File: src/rtl/nibcmd_pkg.sv
`timescale 1ns/1ps
package nibcmd_pkg;
   localparam int NIB_W  = 4;
   localparam int BYTE_W = 2 * NIB_W;

   typedef enum logic [NIB_W-1:0] {
      OP_ADDR_LO  = 4'h0,
      OP_ADDR_HI  = 4'h1,
      OP_DATA_LO  = 4'h2,
      OP_DATA_WR  = 4'h3,
      OP_READ     = 4'h4,
      OP_READ_INC = 4'h5
   } opcode_e;

   typedef struct packed {
      logic set_lo;
      logic set_hi;
      logic dat_lo;
      logic commit;
      logic rd;
      logic rd_inc;
   } dec_t;
endpackage

File: src/rtl/nibcmd_decode.sv
`timescale 1ns/1ps
module nibcmd_decode
   import nibcmd_pkg::*;
(
   input  logic              fire,
   input  logic [BYTE_W-1:0] cmd_byte,
   output dec_t              dec,
   output logic [NIB_W-1:0]  payload
);
   logic [NIB_W-1:0] op;

   assign op      = cmd_byte[BYTE_W-1:NIB_W];
   assign payload = cmd_byte[NIB_W-1:0];

   always_comb begin
      dec = '0;
      if (fire) begin
         case (op)
            OP_ADDR_LO:  dec.set_lo = 1'b1;
            OP_ADDR_HI:  dec.set_hi = 1'b1;
            OP_DATA_LO:  dec.dat_lo = 1'b1;
            OP_DATA_WR:  dec.commit = 1'b1;
            OP_READ:     dec.rd     = 1'b1;
            OP_READ_INC: begin
               dec.rd     = 1'b1;
               dec.rd_inc = 1'b1;
            end
            default:     dec = '0;
         endcase
      end
   end
endmodule

File: src/rtl/nibcmd_assemble.sv
`timescale 1ns/1ps
module nibcmd_assemble
   import nibcmd_pkg::*;
(
   input  logic              clk,
   input  logic              rst,
   input  dec_t              dec,
   input  logic [NIB_W-1:0]  payload,
   output logic [BYTE_W-1:0] addr,
   output logic [BYTE_W-1:0] wdata,
   output logic              wr_en
);
   logic [NIB_W-1:0] a_lo_q, a_hi_q, d_lo_q;

   always_ff @(posedge clk) begin
      if (rst) begin
         a_lo_q <= '0;
         a_hi_q <= '0;
         d_lo_q <= '0;
      end else begin
         if (dec.set_lo)
            a_lo_q <= payload;
         else if (dec.rd_inc)
            a_lo_q <= a_lo_q + 1'b1;
         if (dec.set_hi)
            a_hi_q <= payload;
         if (dec.dat_lo)
            d_lo_q <= payload;
      end
   end

   assign addr  = {a_hi_q, a_lo_q};
   assign wdata = {payload, d_lo_q};
   assign wr_en = dec.commit;
endmodule

File: src/rtl/nibcmd_regbank.sv
`timescale 1ns/1ps
module nibcmd_regbank
   import nibcmd_pkg::*;
#(
   parameter logic [7:0] ID_VALUE  = 8'hA5,
   parameter logic [7:0] ID_ADDR   = 8'h00,
   parameter logic [7:0] TEST_ADDR = 8'h01,
   parameter logic [7:0] MODE_ADDR = 8'h02,
   parameter logic [7:0] POS_BASE  = 8'h10,
   parameter int         POS_W     = 24,
   parameter int         INIT_BIT  = 0
)(
   input  logic              clk,
   input  logic              rst,
   input  logic [BYTE_W-1:0] addr,
   input  logic [BYTE_W-1:0] wdata,
   input  logic              wr_en,
   input  logic [POS_W-1:0]  trig_pos,
   input  logic [POS_W-1:0]  stop_pos,
   input  logic [BYTE_W-1:0] status,
   output logic [BYTE_W-1:0] rd_byte,
   output logic              init_pulse
);
   localparam int POS_NB    = POS_W / BYTE_W;
   localparam int POS_BYTES = 2 * POS_NB + 1;
   localparam int IDX_W     = $clog2(POS_BYTES);

   logic [BYTE_W-1:0] test_q, mode_q;
   logic [BYTE_W-1:0] pos_bytes [POS_BYTES];
   logic [BYTE_W-1:0] off;

   for (genvar g = 0; g < POS_NB; g++) begin : g_pos
      assign pos_bytes[g]          = trig_pos[g*BYTE_W +: BYTE_W];
      assign pos_bytes[g + POS_NB] = stop_pos[g*BYTE_W +: BYTE_W];
   end
   assign pos_bytes[POS_BYTES-1] = status;

   always_ff @(posedge clk) begin
      if (rst) begin
         test_q     <= '0;
         mode_q     <= '0;
         init_pulse <= 1'b0;
      end else begin
         init_pulse <= 1'b0;
         if (wr_en && addr == TEST_ADDR)
            test_q <= wdata;
         if (wr_en && addr == MODE_ADDR) begin
            mode_q           <= wdata;
            mode_q[INIT_BIT] <= 1'b0;
            init_pulse       <= wdata[INIT_BIT];
         end
      end
   end

   assign off = addr - POS_BASE;

   always_comb begin
      rd_byte = '0;
      if (addr == ID_ADDR)
         rd_byte = ID_VALUE;
      else if (addr == TEST_ADDR)
         rd_byte = test_q;
      else if (addr == MODE_ADDR)
         rd_byte = mode_q;
      else if (off < 8'(POS_BYTES))
         rd_byte = pos_bytes[off[IDX_W-1:0]];
   end
endmodule

File: src/rtl/nibcmd_rdbuf.sv
`timescale 1ns/1ps
module nibcmd_rdbuf
   import nibcmd_pkg::*;
(
   input  logic              clk,
   input  logic              rst,
   input  logic              load,
   input  logic [BYTE_W-1:0] din,
   input  logic              take,
   output logic              valid,
   output logic [BYTE_W-1:0] dout
);
   always_ff @(posedge clk) begin
      if (rst) begin
         valid <= 1'b0;
         dout  <= '0;
      end else if (load) begin
         valid <= 1'b1;
         dout  <= din;
      end else if (take) begin
         valid <= 1'b0;
      end
   end
endmodule

File: src/rtl/nibcmd_regif.sv
`timescale 1ns/1ps
module nibcmd_regif
   import nibcmd_pkg::*;
#(
   parameter logic [7:0] ID_VALUE  = 8'hA5,
   parameter logic [7:0] ID_ADDR   = 8'h00,
   parameter logic [7:0] TEST_ADDR = 8'h01,
   parameter logic [7:0] MODE_ADDR = 8'h02,
   parameter logic [7:0] POS_BASE  = 8'h10,
   parameter int         POS_W     = 24,
   parameter int         INIT_BIT  = 0
)(
   input  logic         clk,
   input  logic         rst,
   input  logic         cmd_valid_i,
   output logic         cmd_ready_o,
   input  logic [7:0]   cmd_byte_i,
   output logic         rd_valid_o,
   input  logic         rd_ready_i,
   output logic [7:0]   rd_byte_o,
   input  logic [23:0]  trig_pos_i,
   input  logic [23:0]  stop_pos_i,
   input  logic [7:0]   cap_status_i,
   output logic         sdram_init_o
);
   localparam int POS_BYTES = 2 * (POS_W / BYTE_W) + 1;

   if (POS_W % BYTE_W != 0)
      $error("POS_W must be a whole number of bytes");
   if (POS_W != 24)
      $error("position ports are 24 bits wide");
   if (INIT_BIT < 0 || INIT_BIT >= BYTE_W)
      $error("INIT_BIT outside the mode byte");
   if (32'(POS_BASE[3:0]) + POS_BYTES > 16)
      $error("position block must fit in one 16-register window");
   if (ID_ADDR == TEST_ADDR || ID_ADDR == MODE_ADDR || TEST_ADDR == MODE_ADDR)
      $error("register addresses must differ");

   dec_t              dec;
   logic [NIB_W-1:0]  payload;
   logic [BYTE_W-1:0] addr, wdata, rd_byte;
   logic              wr_en, fire;

   assign cmd_ready_o = ~rd_valid_o;
   assign fire        = cmd_valid_i & cmd_ready_o;

   nibcmd_decode u_dec (
      .fire     (fire),
      .cmd_byte (cmd_byte_i),
      .dec      (dec),
      .payload  (payload)
   );

   nibcmd_assemble u_asm (
      .clk     (clk),
      .rst     (rst),
      .dec     (dec),
      .payload (payload),
      .addr    (addr),
      .wdata   (wdata),
      .wr_en   (wr_en)
   );

   nibcmd_regbank #(
      .ID_VALUE  (ID_VALUE),
      .ID_ADDR   (ID_ADDR),
      .TEST_ADDR (TEST_ADDR),
      .MODE_ADDR (MODE_ADDR),
      .POS_BASE  (POS_BASE),
      .POS_W     (POS_W),
      .INIT_BIT  (INIT_BIT)
   ) u_bank (
      .clk        (clk),
      .rst        (rst),
      .addr       (addr),
      .wdata      (wdata),
      .wr_en      (wr_en),
      .trig_pos   (trig_pos_i),
      .stop_pos   (stop_pos_i),
      .status     (cap_status_i),
      .rd_byte    (rd_byte),
      .init_pulse (sdram_init_o)
   );

   nibcmd_rdbuf u_rbuf (
      .clk   (clk),
      .rst   (rst),
      .load  (dec.rd),
      .din   (rd_byte),
      .take  (rd_ready_i),
      .valid (rd_valid_o),
      .dout  (rd_byte_o)
   );
endmodule

File: config.mk
export PLATFORM = sky130hd
export DESIGN_NAME = nibcmd_regif
export DESIGN_NICKNAME = d
export VERILOG_FILES = /design/src/rtl/nibcmd_pkg.sv /design/src/rtl/nibcmd_decode.sv /design/src/rtl/nibcmd_assemble.sv /design/src/rtl/nibcmd_regbank.sv /design/src/rtl/nibcmd_rdbuf.sv /design/src/rtl/nibcmd_regif.sv
export SDC_FILE = /design/constraint.sdc
export NUM_CORES = 1
export LEC_CHECK = 0
export ABC_AREA = 1
export ABC_CLOCK_PERIOD_IN_PS = 1400
export BUFFER_PORTS_ARGS = -buffer_cell sky130_fd_sc_hd__buf_2
export CAP_MARGIN = 10
export CORE_MARGIN = 1
export CORE_UTILIZATION = 35
export CTS_CLUSTER_SIZE = 30
export DETAILED_ROUTE_END_ITERATION = 12
export PLACE_DENSITY_LB_ADDON = 0.15
export SKIP_CTS_REPAIR_TIMING = 1
export SYNTH_ARGS = -nofsm -noshare
export SYNTH_HDL_FRONTEND = slang
export SYNTH_HIERARCHICAL = 1
export SYNTH_SLANG_ARGS = --single-unit
File: constraint.sdc
create_clock -name clk -period 1.4 [get_ports clk]
set_input_delay 0.21 -clock clk [delete_from_list [all_inputs] [get_ports clk]]
set_output_delay 0.21 -clock clk [all_outputs]
set_load 0.05 [all_outputs]
Yosys cells after proc, flatten, opt, wreduce, memory -nomap -nowiden
Cells that the tools add are included.
{ "totals": {"regBits": 37, "in_bits": 68, "out_inout_bits": 11, "word_cells": 49} }
{ "op_classes": {"n_addsub": 2, "n_lt_le_gt_ge": 2, "n_eq_ne": 7, "n_mux": 18, "n_bitwise": 4, "reduce_logical": 8} }
{ "op_table": {"columns": ["operator", "n"], "rows": [
  ["$mux 8", 6],
  ["$bmux 8 s3", 1],
  ["$eq 4x2->1 const B", 2],
  ["$eq 4x3->1 const B", 2],
  ["$eq 8x1->1 const B", 1],
  ["$eq 8x2->1 const B", 1],
  ["$logic_not 8->1", 1],
  ["$lt 8x3->1 const B", 1],
  ["$mux 1", 8],
  ["$mux 4", 2],
  ["$sub 8x5->8 const B", 1],
  ["$mux 6", 1],
  ["$add 4x1->4 const B", 1],
  ["$eq 4x1->1 const B", 1],
  ["$ge 4x4->1 const B", 1],
  ["$logic_not 4->1", 1],
  ["$not 3->4", 1],
  ["$reduce_bool 2->1", 2],
  ["$reduce_or 2->1", 2],
  ["$logic_and 1x1->1", 2],
  ["$not 1->1", 2],
  ["$and 1x1->1", 1]
]} }

Logic depth before layout (Yosys ltp)
Gate-level depths: netlist (run 1).
{ "depth": {"ltp_word": 9, "mapped_depth": 12, "depth_no_buf": 10} }

Modules after synthesis
The synthesis (run 1) kept the hierarchy.
{ "by_module_without_submodules": {"columns": ["module", "n_inst", "cells_per_inst", "area_per_inst_um2"], "rows": [
  ["nibcmd_regbank", 1, 293, 1576.5],
  ["nibcmd_assemble", 1, 74, 538.0],
  ["nibcmd_rdbuf", 1, 38, 304.0],
  ["nibcmd_decode", 1, 22, 110.1],
  ["nibcmd_regif", 1, 3, 13.8]
]} }

Worst setup path before layout (run 1)
No wires, ideal clock.
{ "synth_timing": {"kind": "register to register", "start": "reg u_rbuf.valid", "end": "reg u_bank.mode_q[1]", "setup_time_ps": 113, "t_arrival_ps": 1472, "required_ps": 1287, "path_slack_ps": -185, "stages_incl_launch_ff": 10, "period_less_slack_ps": 1585, "path_cell_list": "dfxtp_1 -> nor2_2 -> nand2_1 -> nor2_1 -> buf_4 -> buf_2 -> nand2_4 -> clkinv_4 -> nor2_1 -> nor2_1"} }
{ "synth_rtl": {"columns": ["element", "line_no", "source"], "rows": [
  ["from (decl)", "nibcmd_rdbuf.sv:10", "output logic valid,"],
  ["from (signal assigned)", "nibcmd_rdbuf.sv:15", "valid <= 1'b0;"],
  ["from (signal assigned)", "nibcmd_rdbuf.sv:18", "valid <= 1'b1;"],
  ["from (signal assigned)", "nibcmd_rdbuf.sv:21", "valid <= 1'b0;"],
  ["to (signal assigned)", "nibcmd_regbank.sv:48", "mode_q <= wdata;"],
  ["to (decl)", "nibcmd_regbank.sv:28", "logic [BYTE_W-1:0] test_q, mode_q;"]
]} }

==> results.md, run 1 <==
- Reg clk slew, reported paths: roughly 0.060 ns
- Rows: 30
- Number of max-slew violations in the final report: 0
- Critical path startpoint category: flop
- Number of enable flip-flop cells after synthesis: 0
- Root Buffer: sky130_fd_sc_hd__clkbuf_8
- Port Buf Inserts: 78
- Insertion delay of the later-clocked pin in the worst-skew pair: about 0.28 ns
- Internal power summed over all cells: between 0.0015 and 0.002 W
- Yosys synthesis warning count: 6
- Transition time at the pin with the least slew margin: 0.3592 ns
- Violations in the final reports: negative setup slack
- Post-synthesis net count: around 500
- Number of buffers added by the clock tree synthesis step: 5
- Ratio of routed vias to standard cells: approximately 4.5
- Clock Tree Buf Depth: 2
- Avg Synthesized Cell Area: between 5 and 6 um2
- Ranking of synthesized cells by area: sky130_fd_sc_hd__dfxtp_1 29%, sky130_fd_sc_hd__nand2_1 21%, sky130_fd_sc_hd__nor2_1 8.7%, sky130_fd_sc_hd__inv_1 8.6%, sky130_fd_sc_hd__nand3_1 8.3%
- Synth Instances: 430
- PnR Total Power: about 0.0023 W
- Area share of the leading cell type in the synthesized netlist: 0.2913
- Number of remaining DRC errors: 0
- Clock power share: 0.308
- Overall routed net length: 7.009 mm
- GRT met3 Usage: 0.03602
- Maximum number of pins on one net before global-route repair: 31
- Worst hold-check slack: 0.1734 ns
- Reg2reg setup slack: -0.03 ns
- HP Class: primary input to flop
- Cell area power density: ~660 nW/um2
- CP Data Arrival Time: 1.65 ns
- Area of the die: approximately 7600 um2
- Detailed-placement wirelength estimate: 5.325 mm
- Power spent charging and discharging nets: roughly 0.00064 W
- Last weighted congestion value of the routability-driven placer: just over 0.8
- Initial drt markers: 150
- Maximum clock rate: around 700 MHz
- Final Setup Violations: 1
- Post-layout nets: just under 600
- Post-synth cell types: 28
- Worst slew slack as a fraction of its limit: 0.7603
- Deepest level of the CTS H-tree: 2
- Number of top-level design ports: about 80
- Status: finished with violations
- Final WS setup: -0.02744 ns
- Core Region: a little under 7000 um2
- Leading area contributor after synthesis: sky130_fd_sc_hd__dfxtp_1
- Setup clock skew after layout: ~0.0057 ns
- Fin cells: slightly above 600
- Final TNS setup: -0.02744 ns
- Crit share post-route: 1.020
- Most used flip-flop cell after synthesis: sky130_fd_sc_hd__dfxtp_1
- CTS tree: done
- Relative contribution of combinational cells to total power: 0.215
- Routed wirelength normalized by instance count: approximately 11 um
- Vias in the first global route: 2,533
- Total Routing Usage GR: 0.1883
- Antenna Violating Nets Remaining: 0
- RSZ-0062 raised after global routing: true
- Cell Area, Placed: a little over 3000 um2
- Max cap viols: 0
- Count of vias placed by the detailed router: about 2,800
- Sequential cell fraction of total power: 0.478
- Worst-path maximum fanout: 6
- Drt first pass iters: 4
- Horizontal die dimension: around 87 um
- Met2 Resource Use GR: 0.3092
- Crit Path Class: flop to flop
- Post-route minimum period: approximately 1.4 ns
- Worst vdd rail ir drop: about 0.52 mV
- Asr flop ratio synth: 0
- TritonCTS sink count: 37
- Initial antenna violation count: 0
- Met1 layer usage reported by global route: 0.2544
- Endpoint kind of the worst setup timing path: flop
- Net switching share of the total power: 0.2818
- Fillcell total: 772
- Worst Path Required: 1.62 ns
- Number of storage elements in the synthesis netlist: 37
- Share of layout cells above drive strength 1: 0.3056
- Synthesis-to-finish area growth: 35.14%
- Static Leakage: about 1.8 nW
- Most Used Layer, Global Route: met2
- Synthesized cell area: approximately 2500 um2
- Summed area of non-filler cells in the final layout: around 3400 um2
- Cell Count Post-Placement: about 600
- First-pass GRT wire length: 11.23 mm
- Aggregate global routing overflow: 0
- Antenna Cells: 0
- Sequential share of the synthesized area: 0.2913
- Initial cell density of the core: 0.3681
- Height of the die: 87.23 um
- Hold violation count in the final report: 0
-- cell usage after synthesis (all sizes together) (2+ instances only) --
master and count:
o21ai 25, dfxtp 37, nor2 72, inv 62, buf 19, nand3 43
a21oi 15, clkbuf 2, a21boi 2, nand4 3, nand2 145
-- logic make-up after synthesis --
kind of cell | count (synthesis) | share of synthesized area
simple gates | 264 | 0.4577
buf+inv | 84 | 0.1535
compound gates | 43 | 0.08908
flops | 37 | 0.2913
xor+xnor | 1 | 0.003446
fa+ha+maj | 1 | 0.004920
-- cells in the final DEF (no fill, tap or decap), drive strengths merged --
cell / instances
clkinv: 1
inv: 62
nand2: 145
a21oi: 15
o21bai: 1
a21boi: 2
buf: 97
nand4: 3
clkbuf: 10
or2: 1
nor2: 73
dfxtp: 37
xor2: 1
ha: 1
o21ai: 25
nand3: 43
-- flip-flops by register name (all words and copies together) (netlist names) --
register,count
u_asm/a_hi_q,4
u_rbuf/valid,1
u_asm/a_lo_q,4
u_bank/init_pulse,1
u_rbuf/dout,8
u_bank/mode_q,7
u_asm/d_lo_q,4
u_bank/test_q,8
-- power groups by stage --
stage	sequential, W	combinational [W]	clock, W
2_1_floorplan	0.00113	0.000243	0
3_3_place_gp	0.00110	0.000427	0
3_5_place_dp	0.00110	0.000427	0
4_1_cts	0.00108	0.000429	0.000728
5_1_grt	0.00108	0.000545	0.000764
6_report	0.00108	0.000486	0.000696
-- metal layers --
layer | vias up | part of all wire
met2 | 66 | 0.44
met3 | 8 | 0.047
met4 | 0 | 0.0097
li1 | 1485 | -
met1 | 1213 | 0.50
met5 | - | 0
-- worst max-delay path, stage by stage, from the launching register on --
cell                       delay [ns]
sky130_fd_sc_hd__dfxtp_4         0.37
sky130_fd_sc_hd__nor2_4          0.10
sky130_fd_sc_hd__inv_2           0.04
sky130_fd_sc_hd__or2_4           0.28
sky130_fd_sc_hd__nor2_4          0.22
sky130_fd_sc_hd__nand2_1         0.08
sky130_fd_sc_hd__a21boi_2        0.16
sky130_fd_sc_hd__a21oi_2         0.11
-- metrics by stage --
step / setup slack, ns / util
finish: -0.02744 / 0.4975
global route: -0.09111 / 0.4975
CTS: -0.1121 / 0.4569
detailed placement: -0.09718 / 0.4453
global placement: -0.06089 / 0.4453
floorplan: 0.02039 / -
-- final cells by class --
class | count | area, um2 | share of cell area
repair buffers | 99 | 648.1 | 0.1886
inverters | 63 | 251.5 | 0.07320
well taps | 96 | 120.1 | 0.03496
clock buffers | 8 | 80.08 | 0.02331
multi-input cells | 310 | 1584 | 0.4610
flip-flops and latches | 37 | 752.0 | 0.2189
-- path summary, 6_finish.rpt --
kind,depth (start not counted),start,end
setup reg to reg,7,u_rbuf/valid$_SDFFE_PP0P_,u_asm/a_lo_q[2]$_SDFFE_PP0P_
hold reg to reg,2,u_bank/test_q[6]$_SDFFE_PP0P_,u_bank/test_q[6]$_SDFFE_PP0P_
hold / removal,4,rd_ready_i,u_rbuf/valid$_SDFFE_PP0P_
setup / recovery,7,u_rbuf/valid$_SDFFE_PP0P_,u_asm/a_lo_q[2]$_SDFFE_PP0P_
Power figures use the tool's default switching activity.
==> inputs of run 2 (changes only) <==
--- a/config.mk
+++ b/config.mk
@@ -10,7 +10,7 @@
 export BUFFER_PORTS_ARGS = -buffer_cell sky130_fd_sc_hd__buf_2
 export CAP_MARGIN = 10
 export CORE_MARGIN = 1
-export CORE_UTILIZATION = 35
+export CORE_UTILIZATION = 30
 export CTS_CLUSTER_SIZE = 30
 export DETAILED_ROUTE_END_ITERATION = 12
 export PLACE_DENSITY_LB_ADDON = 0.15
==> results.md, run 2 (same netlist as run 1, synthesis figures left out) <==
- Deepest level of the CTS H-tree: 2 (unchanged)
- Cell area power density: 654.4 nW/um2 (was 658.1 nW/um2)
- Aggregate global routing overflow: 0 (unchanged)
- Count of vias placed by the detailed router: 2,825 (was 2,772)
- Post-route minimum period: 1.380 ns (was 1.427 ns)
- Relative contribution of combinational cells to total power: 0.221 (was 0.215)
- Static Leakage: 1.837 nW (was 1.775 nW)
- Maximum clock rate: 724.4 MHz (was 700.6 MHz)
- Power spent charging and discharging nets: 0.0006962 W (was 0.0006371 W)
- R2r startpoint: u_rbuf/valid$_SDFFE_PP0P_ (unchanged)
- Slowest cell on the critical path: sky130_fd_sc_hd__dfxtp_4 (unchanged)
- Final Setup Violations: 0 (was 1)
- Clock power share: 0.316 (was 0.308)
- Synthesis-to-finish area growth: 40.06% (was 35.14%)
- Number of remaining DRC errors: 0 (unchanged)
- Antenna Cells: 0 (unchanged)
- Fin util: 0.4334 (was 0.4975)
- Highest-count cells in the layout ignoring fill and taps: 129 x sky130_fd_sc_hd__nand2_1, 78 x sky130_fd_sc_hd__buf_2, 57 x sky130_fd_sc_hd__inv_1, 52 x sky130_fd_sc_hd__nor2_1, 34 x sky130_fd_sc_hd__dfxtp_1 (was 139 x sky130_fd_sc_hd__nand2_1, 78 x sky130_fd_sc_hd__buf_2, 57 x sky130_fd_sc_hd__inv_1, 54 x sky130_fd_sc_hd__nor2_1, 35 x sky130_fd_sc_hd__nand3_1)
- Hold violation count in the final report: 0 (unchanged)
- Net switching share of the total power: 0.2988 (was 0.2818)
- Clock Tree Buf Depth: 2 (unchanged)
- Ratio of routed vias to standard cells: 4.513 (was 4.522)
- Critical path startpoint category: flop (unchanged)
- Initial drt markers: 129 (was 150)
- Internal power summed over all cells: 0.001634 W (was 0.001624 W)
- Worst Min Path Start: rd_ready_i (unchanged)
- Reg2reg setup slack: 0.02 ns (was -0.03 ns)
- TritonCTS sink count: 37 (unchanged)
- Antenna Violating Nets Remaining: 0 (unchanged)
- Setup clock skew after layout: 0.006206 ns (was 0.005740 ns)
- Terminus of the critical flop-to-flop path: u_asm/a_lo_q[2]$_SDFFE_PP0P_ (unchanged)
- Worst hold endpoint: u_rbuf/valid$_SDFFE_PP0P_ (unchanged)
- First-pass GRT wire length: 11.84 mm (was 11.23 mm)
- Endpoint kind of the worst setup timing path: flop (unchanged)
- Routed wirelength normalized by instance count: 12.24 um (was 11.43 um)
- Share of layout cells above drive strength 1: 0.3474 (was 0.3056)
- Worst vdd rail ir drop: 0.4589 mV (was 0.5160 mV)
- Overall routed net length: 7.662 mm (was 7.009 mm)
- Worst Reg-to-Reg Cells: 7 (unchanged)
- Initial cell density of the core: 0.3094 (was 0.3681)
- Max cap viols: 0 (unchanged)
- Rows: 33 (was 30)
- Cell family contributing the most delay on the critical path: simple AND/OR/NAND/NOR gates (unchanged)
- Post-layout nets: 589 (was 585)
- Reg clk slew, reported paths: 0.08 ns (was 0.06 ns)
- Instance count along the most critical hold path: 4 (unchanged)
- Cell repeated most along the worst path: sky130_fd_sc_hd__nor2_4 (unchanged)
- Horizontal die dimension: 94.06 um (was 87.23 um)
- Slowest Stage Delay on Critical Path: 0.37 ns (about the same)
- Buffers & Inverters on Critical Path: 1 (unchanged)
- Maximum number of pins on one net before global-route repair: 24 (was 31)
- Sequence of cells on the critical path: nor2_4 > inv_2 > or2_4 > nor2_4 > nand2_1 > a21boi_2 > a21oi_2 (unchanged)
- Height of the die: 94.06 um (was 87.23 um)
- Status: finished clean (was finished with violations)
- CTS tree: done (unchanged)
- Most common cell after layout, fill and taps aside: sky130_fd_sc_hd__nand2_1 (unchanged)
- CP Data Arrival Time: 1.61 ns (was 1.65 ns)
- Drt first pass iters: 4 (unchanged)
- Sequential cell fraction of total power: 0.463 (was 0.478)
- Transition time at the pin with the least slew margin: 0.2964 ns (was 0.3592 ns)
- Core Region: 8217 um2 (was 6907 um2)
- Crit Path Class: flop to flop (unchanged)
- Total Routing Usage GR: 0.1701 (was 0.1883)
- Initial antenna violation count: 0 (unchanged)
- Number of buffers added by the clock tree synthesis step: 5 (unchanged)
- Vias in the first global route: 2,570 (was 2,533)
- Port Buf Inserts: 78 (unchanged)
- Number of max-slew violations in the final report: 0 (unchanged)
- Root Buffer: sky130_fd_sc_hd__clkbuf_8 (unchanged)
- Worst slew slack as a fraction of its limit: 0.8022 (was 0.7603)
- RSZ-0062 raised after global routing: true (unchanged)
- HP Class: primary input to flop (unchanged)
- Largest registers: u_bank/test_q (8), u_rbuf/dout (8), u_bank/mode_q (7) (unchanged)
- Area of the die: 8847 um2 (was 7609 um2)
- Worst Path Required: 1.63 ns (was 1.62 ns)
- Worst slack after detailed placement: -0.06206 ns (was -0.09718 ns)
- Last weighted congestion value of the routability-driven placer: 0.8116 (was 0.8145)
- Crit share post-route: 0.9860 (was 1.020)
- Number of top-level design ports: 79 (unchanged)
- Worst-path maximum fanout: 6 (unchanged)
- Detailed-placement wirelength estimate: 5.800 mm (was 5.325 mm)
- Insertion delay of the later-clocked pin in the worst-skew pair: 0.29 ns (was 0.28 ns)
- Final WS setup: 0.01957 ns (was -0.02744 ns)
## run 2: worst reg2reg max path: stages, from the launching register on
cell	delay [ns]
sky130_fd_sc_hd__dfxtp_4	0.37
sky130_fd_sc_hd__nor2_4	0.09
sky130_fd_sc_hd__inv_2	0.04
sky130_fd_sc_hd__or2_4	0.27
sky130_fd_sc_hd__nor2_4	0.23
sky130_fd_sc_hd__nand2_1	0.07
sky130_fd_sc_hd__a21boi_2	0.16
sky130_fd_sc_hd__a21oi_2	0.10
## run 2: cell type report
cell class	instances	area, um2
Timing Repair Buffer	104	723.2
Fill cell	906	4656
Clock inverter	3	17.52
Inverter	63	256.5
Sequential cell	37	747.0
Tap cell	105	131.4
Multi-Input combinational cell	309	1617
Clock buffer	5	68.82
## run 2: worst max-delay path by stage
| stage | cells after the start | endpoint | start | slack [ns] |
|---|---|---|---|---|
| after global placement | 12 | u_rbuf/dout[3]$_SDFFE_PP0P_ | u_asm/a_lo_q[0]$_SDFFE_PP0P_ | -0.06 |
| final | 7 | u_asm/a_lo_q[2]$_SDFFE_PP0P_ | u_rbuf/valid$_SDFFE_PP0P_ | 0.02 |
| after floorplan | 8 | u_bank/test_q[0]$_SDFFE_PP0P_ | u_rbuf/valid$_SDFFE_PP0P_ | 0.02 |
| after global routing | 9 | u_asm/a_lo_q[1]$_SDFFE_PP0P_ | u_rbuf/valid$_SDFFE_PP0P_ | -0.09 |
| after CTS | 12 | u_rbuf/dout[3]$_SDFFE_PP0P_ | u_asm/a_lo_q[0]$_SDFFE_PP0P_ | -0.08 |
| after detailed placement | 12 | u_rbuf/dout[3]$_SDFFE_PP0P_ | u_asm/a_lo_q[0]$_SDFFE_PP0P_ | -0.06 |
## run 2: power groups by stage
stage / Combinational [W] / Clock [W] / Sequential (W)
2_1_floorplan: 0.000243 / 0 / 0.00113
3_3_place_gp: 0.000442 / 0 / 0.00110
3_5_place_dp: 0.000443 / 0 / 0.00110
4_1_cts: 0.000445 / 0.000757 / 0.00108
5_1_grt: 0.000568 / 0.000803 / 0.00108
6_report: 0.000515 / 0.000737 / 0.00108
## run 2: metrics by stage
stage / setup TNS [ns] / total power, W / area (um2) / cells / hold slack, ns
after floorplan: 0 / 0.001373 / 2552 / 430 / 0.2633
after global placement: -0.08898 / 0.001544 / 3142 / 612 / 0.4539
after detailed placement: -0.1400 / 0.001545 / 3142 / 612 / 0.4554
after CTS: -0.2154 / 0.002279 / 3228 / 620 / 0.2182
after global routing: -0.6038 / 0.002452 / 3561 / 626 / 0.2451
final: 0 / 0.002330 / 3561 / 626 / 0.2293
## run 2: layer usage
layer | wire length, um | global-route usage | vias up
li1 | - | - | 1489
met1 | 3734 | 0.2247 | 1260
met2 | 3432 | 0.2901 | 68
met3 | 384 | 0.02508 | 8
met4 | 110 | 0.03846 | 0
met5 | 0 | 0 | -
==> inputs of run 3 (changes only) <==
--- a/config.mk
+++ b/config.mk
@@ -9,6 +9,8 @@
 export ABC_CLOCK_PERIOD_IN_PS = 1400
 export BUFFER_PORTS_ARGS = -buffer_cell sky130_fd_sc_hd__buf_2
 export CAP_MARGIN = 10
+export CELL_PAD_IN_SITES_DETAIL_PLACEMENT = 1
+export CELL_PAD_IN_SITES_GLOBAL_PLACEMENT = 1
 export CORE_MARGIN = 1
 export CORE_UTILIZATION = 30
 export CTS_CLUSTER_SIZE = 30
==> results.md, run 3 (same netlist as run 1, synthesis figures left out) <==
- Status: finished with violations (was finished clean)
- Violations in the final reports: negative setup slack
- Antenna Cells: 0 (unchanged)
- Worst Reg-to-Reg Cells: 9 (was 7)
- Final WS setup: -0.0003435 ns (was 0.01957 ns)
- Worst-path maximum fanout: 6 (unchanged)
- Slowest cell on the critical path: sky130_fd_sc_hd__dfxtp_4 (unchanged)
- Critical path startpoint category: flop (unchanged)
- Number of max-slew violations in the final report: 0 (unchanged)
- Most common cell after layout, fill and taps aside: sky130_fd_sc_hd__nand2_1 (unchanged)
- Max cap viols: 0 (unchanged)
- Final Setup Violations: 1 (was 0)
- Area of the die: 8847 um2 (unchanged)
- Maximum number of pins on one net before global-route repair: 18 (was 24)
- Fillcell total: 1,119 (was 906)
- Slowest Stage Delay on Critical Path: 0.35 ns (was 0.37 ns)
- Worst Path Required: 1.59 ns (was 1.63 ns)
- Drt first pass iters: 4 (unchanged)
- Initial cell density of the core: 0.3094 (unchanged)
- Post-route minimum period: 1.400 ns (was 1.380 ns)
- Insertion delay of the later-clocked pin in the worst-skew pair: 0.29 ns (about the same)
- Last weighted congestion value of the routability-driven placer: 0.7710 (was 0.8116)
- Endpoint kind of the worst setup timing path: flop (unchanged)
- Antenna Violating Nets Remaining: 0 (unchanged)
- Detailed-placement wirelength estimate: 6.340 mm (was 5.800 mm)
- Routed wirelength normalized by instance count: 12.94 um (was 12.24 um)
- Relative contribution of combinational cells to total power: 0.212 (was 0.221)
- Reg clk slew, reported paths: 0.07 ns (was 0.08 ns)
- Core Region: 8217 um2 (unchanged)
- Number of remaining DRC errors: 0 (unchanged)
- Worst vdd rail ir drop: 0.4424 mV (was 0.4589 mV)
- Largest registers: u_bank/test_q (8), u_rbuf/dout (8), u_bank/mode_q (7) (unchanged)
- Ratio of routed vias to standard cells: 4.540 (was 4.513)
- Number of top-level design ports: 79 (unchanged)
- Clock Tree Buf Depth: 2 (unchanged)
- Static Leakage: 1.843 nW (was 1.837 nW)
- Instance count along the most critical hold path: 4 (unchanged)
- Share of layout cells above drive strength 1: 0.3308 (was 0.3474)
- Area of the multi-input gates: 1569 um2 (was 1617 um2)
- CTS tree: done (unchanged)
- First-pass GRT wire length: 13.03 mm (was 11.84 mm)
- Reg2reg setup slack: -0.0003 ns (was 0.02 ns)
- R2r startpoint: u_rbuf/valid$_SDFFE_PP0P_ (unchanged)
- Aggregate global routing overflow: 0 (unchanged)
- RSZ-0062 raised after global routing: true (unchanged)
- Hold violation count in the final report: 0 (unchanged)
- Terminus of the critical flop-to-flop path: u_asm/a_lo_q[0]$_SDFFE_PP0P_ (was u_asm/a_lo_q[2]$_SDFFE_PP0P_)
- Overall routed net length: 8.164 mm (was 7.662 mm)
- Fin cells: 631 (was 626)
- Cell area power density: 661.6 nW/um2 (was 654.4 nW/um2)
- Highest-count cells in the layout ignoring fill and taps: 133 x sky130_fd_sc_hd__nand2_1, 79 x sky130_fd_sc_hd__buf_2, 57 x sky130_fd_sc_hd__inv_1, 55 x sky130_fd_sc_hd__nor2_1, 34 x sky130_fd_sc_hd__dfxtp_1 (was 129 x sky130_fd_sc_hd__nand2_1, 78 x sky130_fd_sc_hd__buf_2, 57 x sky130_fd_sc_hd__inv_1, 52 x sky130_fd_sc_hd__nor2_1, 34 x sky130_fd_sc_hd__dfxtp_1)
- Height of the die: 94.06 um (unchanged)
- CP Data Arrival Time: 1.59 ns (was 1.61 ns)
- Clock power share: 0.328 (was 0.316)
- Total Routing Usage GR: 0.1872 (was 0.1701)
- Root Buffer: sky130_fd_sc_hd__clkbuf_8 (unchanged)
- Worst hold endpoint: u_rbuf/valid$_SDFFE_PP0P_ (unchanged)
- Worst slew slack as a fraction of its limit: 0.7825 (was 0.8022)
- Cell repeated most along the worst path: sky130_fd_sc_hd__nor2_4 (unchanged)
- Port Buf Inserts: 78 (unchanged)
- HP Class: primary input to flop (unchanged)
- Net switching share of the total power: 0.2882 (was 0.2988)
- Count of vias placed by the detailed router: 2,865 (was 2,825)
- Crit Path Class: flop to flop (unchanged)
- Post-layout nets: 595 (was 589)
- Maximum clock rate: 714.1 MHz (was 724.4 MHz)
- Sequence of cells on the critical path: nor2_4 > inv_2 > or2_4 > nor2_4 > nor2_4 > nand2_1 > nand3_2 > nand2_2 > inv_1 (was nor2_4 > inv_2 > or2_4 > nor2_4 > nand2_1 > a21boi_2 > a21oi_2)
- Number of buffers added by the clock tree synthesis step: 5 (unchanged)
- Crit share post-route: 1.000 (was 0.9860)
- Rows: 33 (unchanged)
- Initial drt markers: 63 (was 129)
- Synthesis-to-finish area growth: 39.17% (was 40.06%)
- Sequential cell fraction of total power: 0.460 (was 0.463)
- Worst Min Path Start: rd_ready_i (unchanged)
- FF/Latch Area: 752.0 um2 (was 747.0 um2)
- TritonCTS sink count: 37 (unchanged)
- Deepest level of the CTS H-tree: 2 (unchanged)
- Worst slack after detailed placement: -0.1081 ns (was -0.06206 ns)
- Setup clock skew after layout: 0.01054 ns (was 0.006206 ns)
- Initial antenna violation count: 0 (unchanged)
- Cell Count Post-Placement: 616 (was 612)
- Power spent charging and discharging nets: 0.0006746 W (was 0.0006962 W)
- Horizontal die dimension: 94.06 um (unchanged)
- Vias in the first global route: 2,768 (was 2,570)
- Transition time at the pin with the least slew margin: 0.3259 ns (was 0.2964 ns)
- Internal power summed over all cells: 0.001666 W (was 0.001634 W)
run 3: cell types whose count changed in the layout (fill, tap and decap cells not counted), sizes merged:
cell and change:
inv +1, clkinv -3, buf +7
run 3: worst max-delay path by stage:
stage	slack, ns	depth (start not counted)	to	start
after floorplan	0.02	8	u_bank/test_q[0]$_SDFFE_PP0P_	u_rbuf/valid$_SDFFE_PP0P_
after global placement	-0.11	10	u_rbuf/dout[6]$_SDFFE_PP0P_	u_asm/a_lo_q[0]$_SDFFE_PP0P_
after detailed placement	-0.11	10	u_rbuf/dout[4]$_SDFFE_PP0P_	u_asm/a_lo_q[0]$_SDFFE_PP0P_
after CTS	-0.13	10	u_rbuf/dout[6]$_SDFFE_PP0P_	u_asm/a_lo_q[0]$_SDFFE_PP0P_
after global routing	-0.1	9	u_asm/a_lo_q[0]$_SDFFE_PP0P_	u_rbuf/valid$_SDFFE_PP0P_
final	-0.0003	9	u_asm/a_lo_q[0]$_SDFFE_PP0P_	u_rbuf/valid$_SDFFE_PP0P_
run 3: worst max-delay path, delay by kind of cell, from the launching register on:
kind	cells	cell delay [ns]
AND/OR/NAND/NOR	7	0.86
flip-flops	1	0.35
buffers and inverters	2	0.08
run 3: cell type report:
class | instances | area share
multi-input combinational | 309 | 0.4434
sequential | 37 | 0.2125
timing repair buffer | 110 | 0.2104
inverter | 63 | 0.07107
tap | 105 | 0.03713
clock buffer | 6 | 0.02334
clock inverter | 1 | 0.002122
run 3: layer usage:
| metal | GRT usage | part of all wire | up-vias |
|---|---|---|---|
| li1 | - | - | 1505 |
| met1 | 0.2357 | 0.46 | 1300 |
| met2 | 0.3376 | 0.49 | 55 |
| met3 | 0.02265 | 0.037 | 5 |
| met4 | 0.04231 | 0.0078 | 0 |
| met5 | 0 | 0 | - |
run 3: per-stage QoR:
step	hold slack (ns)	util	total power, W	cell area, um2	setup TNS [ns]
3_3_place_gp	0.4593	0.3860	0.001552	3172	-0.4136
6_report	0.1672	0.4306	0.002341	3538	-0.0003435
2_1_floorplan	0.2633	-	0.001373	2552	0
3_5_place_dp	0.4553	0.3860	0.001558	3172	-0.4995
5_1_grt	0.1933	0.4306	0.002470	3538	-0.7699
4_1_cts	0.1580	0.3970	0.002333	3262	-0.7134
run 3: power by group through the flow:
stage / Clock [W] / Combinational (W) / Sequential (W)
final: 0.000768 / 0.000497 / 0.00108
after global routing: 0.000835 / 0.000557 / 0.00108
after CTS: 0.000798 / 0.000458 / 0.00108
after detailed placement: 0 / 0.000456 / 0.00110
after global placement: 0 / 0.000450 / 0.00110
after floorplan: 0 / 0.000243 / 0.00113
